--- src/rtl/mtp_pkg.sv ---
package mtp_pkg;
  localparam int unsigned IDX_W     = 8;
  localparam int unsigned HALF_W    = 16;
  localparam int unsigned DATA_W    = 2 * HALF_W;
  localparam int unsigned WPI       = IDX_W / 2;          // words per index
  localparam int unsigned K_W       = $clog2(WPI);
  localparam int unsigned WORD_W    = IDX_W + K_W;
  localparam int unsigned NUM_WORDS = 1 << WORD_W;

  function automatic logic [DATA_W-1:0] pat_word(input logic [WORD_W-1:0] w);
    logic [IDX_W-1:0]  idx;
    int unsigned       kk;
    logic [DATA_W-1:0] d;
    idx = w[WORD_W-1:K_W];
    kk  = int'(w[K_W-1:0]);
    d   = '0;
    if (idx[2*kk])   d[HALF_W-1:0]      = '1;
    if (idx[2*kk+1]) d[DATA_W-1:HALF_W] = '1;
    return d;
  endfunction
endpackage

--- src/rtl/mtp_stream_cmp.sv ---
module mtp_stream_cmp
  import mtp_pkg::*;
#(
  parameter int unsigned NUM_PASSES = 2
) (
  input  logic              clk_i,
  input  logic              rst_ni,
  input  logic              start_i,
  input  logic              a_valid_i,
  input  logic [DATA_W-1:0] a_data_i,
  output logic              a_ready_o,
  input  logic              b_valid_i,
  input  logic [DATA_W-1:0] b_data_i,
  output logic              b_ready_o,
  output logic              res_valid_o,
  output logic              res_fail_o
);
  localparam int unsigned PASS_W = (NUM_PASSES > 1) ? $clog2(NUM_PASSES) : 1;

  logic              busy_q, res_valid_q, res_fail_q;
  logic [WORD_W-1:0] word_q;
  logic [PASS_W-1:0] pass_q;
  logic              take;

  assign take        = busy_q && a_valid_i && b_valid_i;
  assign a_ready_o   = take;
  assign b_ready_o   = take;
  assign res_valid_o = res_valid_q;
  assign res_fail_o  = res_fail_q;

  always_ff @(posedge clk_i or negedge rst_ni) begin
    if (!rst_ni) begin
      busy_q      <= 1'b0;
      res_valid_q <= 1'b0;
      res_fail_q  <= 1'b0;
      word_q      <= '0;
      pass_q      <= '0;
    end else begin
      res_valid_q <= 1'b0;
      if (!busy_q) begin
        if (start_i) begin
          busy_q <= 1'b1;
          word_q <= '0;
          pass_q <= '0;
        end
      end else if (take) begin
        if (a_data_i != b_data_i) begin
          busy_q      <= 1'b0;
          res_valid_q <= 1'b1;
          res_fail_q  <= 1'b1;
        end else if (word_q == WORD_W'(NUM_WORDS - 1)) begin
          word_q <= '0;
          if (pass_q == PASS_W'(NUM_PASSES - 1)) begin
            busy_q      <= 1'b0;
            res_valid_q <= 1'b1;
            res_fail_q  <= 1'b0;
          end else begin
            pass_q <= pass_q + 1'b1;
          end
        end else begin
          word_q <= word_q + 1'b1;
        end
      end
    end
  end

  a_r7_fail_cause: assert property (@(posedge clk_i) disable iff (!rst_ni)
    res_valid_o && res_fail_o |-> $past(a_ready_o && (a_data_i != b_data_i)));
  a_r8_pass_cause: assert property (@(posedge clk_i) disable iff (!rst_ni)
    res_valid_o && !res_fail_o |-> $past(a_ready_o && (a_data_i == b_data_i)));
  a_r7_stop_after: assert property (@(posedge clk_i) disable iff (!rst_ni)
    res_valid_o |-> !a_ready_o && !b_ready_o);
  a_r8_res_pulse: assert property (@(posedge clk_i) disable iff (!rst_ni)
    res_valid_o |=> !res_valid_o);
endmodule

--- config.mk ---
export PLATFORM = sky130hd
export DESIGN_NAME = mtp_stream_cmp
export DESIGN_NICKNAME = d
export VERILOG_FILES = /design/src/rtl/mtp_pkg.sv /design/src/rtl/mtp_stream_cmp.sv
export SDC_FILE = /design/constraint.sdc
export NUM_CORES = 1
export LEC_CHECK = 0
export BUFFER_PORTS_ARGS = -buffer_cell sky130_fd_sc_hd__buf_2
export CAP_MARGIN = 20
export CORE_MARGIN = 2
export CORE_UTILIZATION = 35
export DETAILED_ROUTE_END_ITERATION = 8
export GPL_TIMING_DRIVEN = 1
export PLACE_DENSITY = 0.68
export SETUP_SLACK_MARGIN = 0.5
export SLEW_MARGIN = 0
export SYNTH_ARGS = -nofsm -noshare
export SYNTH_HDL_FRONTEND = slang
export SYNTH_SLANG_ARGS = --single-unit
--- constraint.sdc ---
create_clock -name clk_i -period 2.1 [get_ports clk_i]
set_input_delay 0.42 -clock clk_i [delete_from_list [all_inputs] [get_ports clk_i]]
set_output_delay 0.42 -clock clk_i [all_outputs]
set_load 0.01 [all_outputs]
==> metrics.md <==
| Metric | Value |
|---|---|
| Status | complete, no violations |
| Clk buf depth | 2 |
| Yosys top cell area share | 30.7% |
| # hold bufs at CTS | 0 |
| Worst slew pin tran | 0.324 ns |
| FF-to-FF End | word_q[5]$_DFFE_PN0P_ |
| Fillers | 298 |
| YS warnings | 0 |
| MaxCap Viol Count | 0 |
| Delay-heaviest family, CP | simple AND/OR/NAND/NOR gates |
| LEAKAGE | approximately 0.9 nW |
| Total vias in the final route | about 1200 |
| CP bufs+invs | 3 |
| Gate Count Post-Synth | 129 |
| Final setup fails | 0 |
| Crit path time final | 1.80 ns |
| Worst Path Max Fanout | 5 |
| Post-Syn Nets | 199 |
| Row cnt | 20 |
| Register area | between 300 and 400 sq um |
| Routed wire per std cell | 12.0 um |
| Number of I/O pins | 73 |
| Drt first pass iters | 4 |
| Final RePlAce weighted congestion | 0.789 |
| Worst EP required | ~2.3 ns |
| Clk pwr share | a little over a quarter |
| Power Internal | 0.000521 W |
| Placed insts | around 240 |
| Core ar. | 0.00308 sq mm |
| Crit path largest cell delay | between 0.2 and 0.3 ns |
| Reg2Reg Setup Slack | 0.41 ns |
| Final Hold Vio Count | 0 |
| Slowest CP cell | nor4_2 |
| Initial antenna violation count | 0 |
| CTS tree | yes |
| DR DRC count | 0 |
| NumNets Final | 280 |
| Inserted Clock Buffers | 3 |
| Vias in the first global route | 1163 |
| Comb pwr share | 30.2% |
| Grt ovf | 0 |
| Asr flop ratio synth | 100% |
| Post-synth EDFFs | 0 |
| Worst skew pair latency | 0.28 ns |
| Initial core utilization | 37.1% |
| IO buf count | 72 |
| Area of the multi-input gates | 823 sq um |
| WHS | roughly 0.017 ns |
| Worst reg2reg path startpoint | word_q[0]$_DFFE_PN0P_ |
| Seq/Total Area, Yosys | between 30% and 40% |
| Clock Tree Root | clkbuf_4 |
| FF+latch count, synth | 14 |
| Critical Path Most Common Cell | buf_6 |
| Post-Route WL | 3040 um |
| Cell chain of the critical path | buf_6 > xor2_2 > nor4_2 > nand4_1 > nor3_4 > buf_6 > clkbuf_16 > nor2_4 > a21o_1 |
| Final cell count without fillers | 253 |
| Hold Crit Class | input port to async pin |
| Slew HR | between 70% and 80% |
| Switching Fraction | 29.6% |
| Layout cell share with drive strength beyond 1 | 49.3% |
| Worst EP arrival | 1.98 ns |
| Final Skew | approximately 0.0045 ns |
| CP Launch Type | input port |
| Most used flip-flop cell after synthesis | dfrtp_1 |
| Seq pwr share | 43.7% |
| Largest area contributor in the synthesized netlist | dfrtp_1 |
| Switching pwr | 0.000219 W |
| ANT cells | 0 |
| Avg Inst Size Synth | 8.85 sq um |
| Pwr/cell area | 424 mW/mm^2 |
| Die Wd | 61.1 um |
| Chip height | 61.1 um |
| Cells on worst reg2reg path | 7 |
| HPWL Detailed | approximately 2300 um |
| Vias per inst | roughly 4.8 |
| Yosys cell types | 34 |
| Sum Neg Setup Slack | 0 ns |
| Reg clk slew, reported paths | 0.09 ns |
| Mapped cell area | 0.00114 sq mm |
| First-pass GRT wire length | around 4700 um |
| Placed cell area | ~0.0016 sq mm |
| Die area | around 0.0037 sq mm |
| Post-route cell area | 0.00175 sq mm |
| Clock Sinks | 14 |
| Area growth from synthesis to final layout | 53.0% |
| CP Class | input port to flip-flop |
| H-tree depth reported by CTS | 1 |
| Period utilization | 85.9% |
| Count of final max-slew check failures | 0 |
| Peak supply drop | between 0.00015 and 0.0002 V |
| RSZ-0062 raised after global routing | yes |
| F_max | 555 MHz |
| Gr usage total | 16.1% |
| Post-route ant nets | 0 |
| Drt first-iter violations | 51 |
| Synth area leaders | dfrtp_1 (31%), xor2_1 (25%), nor4_1 (4.4%), nand2_1 (3.0%), nor2b_1 (2.7%) |
| CP endpoint kind | flip-flop |
| Largest net degree at the start of global routing | 21 |
[metal layers]
layer / track usage [%] / up-vias / wire length [um]
met5: 0 / - / 0
met3: 2.73 / 2 / 54
met4: 4.04 / 0 / 20
met1: 18.3 / 564 / 1280
li1: - / 622 / -
met2: 30.7 / 17 / 1680
[final cells by class]
type | instances | share of cell area [%]
multi-input combinational | 108 | 47.2
inverter | 2 | 0.430
clock buffer | 4 | 2.08
sequential | 14 | 20.1
timing repair buffer | 81 | 27.0
tap | 44 | 3.15
[through the flow]
stage	setup slack [ns]	power (W)	utilization (%)
after global routing	0.214	0.000794	56.7
after CTS	0.352	0.000733	53.1
after detailed placement	-0.0117	0.000533	50.7
after global placement	-0.00120	0.000531	50.7
final	0.297	0.000740	56.7
after floorplan	0.345	0.000433	-
[power groups by stage]
stage	Sequential [W]	Clock (W)	Combinational, W
after floorplan	0.000321	0	0.000113
after global placement	0.000332	0	0.000199
after detailed placement	0.000332	0	0.000201
after CTS	0.000322	0.000200	0.000210
after global routing	0.000328	0.000217	0.000249
final	0.000323	0.000194	0.000223
[sequential cells by signal, indices dropped and copies added, names as in the netlist]
| name | flops |
|---|---|
| word_q | 10 |
| busy_q | 1 |
| pass_q | 1 |
| res_fail_o | 1 |
| res_valid_o | 1 |
[layout by cell type (no fill, tap or decap), drive strengths merged, types with 2 or more instances in the layout]
master and count:
and2 2, nor2b 5, nor4 8, o211ai 2, and3 2, a211o 3
and4 3, and4b 2, buf 80, nand2 10, xor2 32, a21oi 4
nand2b 2, nand3 5, o21ai 6, inv 2, nor2 9, nand4 3
dfrtp 14, clkbuf 5
[cell usage after synthesis (2+ instances only)]
| cell type | count |
|---|---|
| nand2b_1 | 2 |
| dfrtp_1 | 14 |
| nand4_1 | 3 |
| and4b_1 | 2 |
| o21ai_1 | 4 |
| clkbuf_1 | 2 |
| nor4_1 | 8 |
| nand2_1 | 9 |
| buf_6 | 2 |
| nand3_1 | 5 |
| nor2b_1 | 5 |
| nor2_1 | 8 |
| o211ai_1 | 2 |
| inv_1 | 2 |
| and4_1 | 3 |
| o21ai_0 | 2 |
| a21oi_1 | 4 |
| a211o_1 | 3 |
| and3_1 | 2 |
| and2_1 | 2 |
| xor2_1 | 32 |
[how the worst max path moves through the flow]
| stage | end | slack (ns) | depth (start not counted) | start |
|---|---|---|---|---|
| after floorplan | word_q[4]$_DFFE_PN0P_ | 0.35 | 7 | b_data_i[4] |
| after global placement | word_q[4]$_DFFE_PN0P_ | -0.001 | 8 | b_data_i[14] |
| after detailed placement | word_q[4]$_DFFE_PN0P_ | -0.01 | 8 | b_data_i[14] |
| final | word_q[2]$_DFFE_PN0P_ | 0.30 | 9 | b_data_i[14] |
| after global routing | word_q[2]$_DFFE_PN0P_ | 0.21 | 9 | b_data_i[14] |
| after CTS | word_q[4]$_DFFE_PN0P_ | 0.35 | 8 | b_data_i[14] |
[repair_timing]
action | CTS | global route
gates resized for setup | 4 | 14
setup buffers | 4 | 1
pin swaps | 2 | 7
endpoints found under the setup margin | 15 | 13
cloned | 0 | 2
[cells by family after synthesis]
group | count (synthesis) | synth area share (%)
simple gates | 53 | 26.5
fa+ha+maj | 1 | 1.10
flops | 14 | 30.7
xor+xnor | 32 | 24.6
compound gates | 22 | 13.2
buf+inv | 7 | 3.95
(Power assumes the default switching activity.)
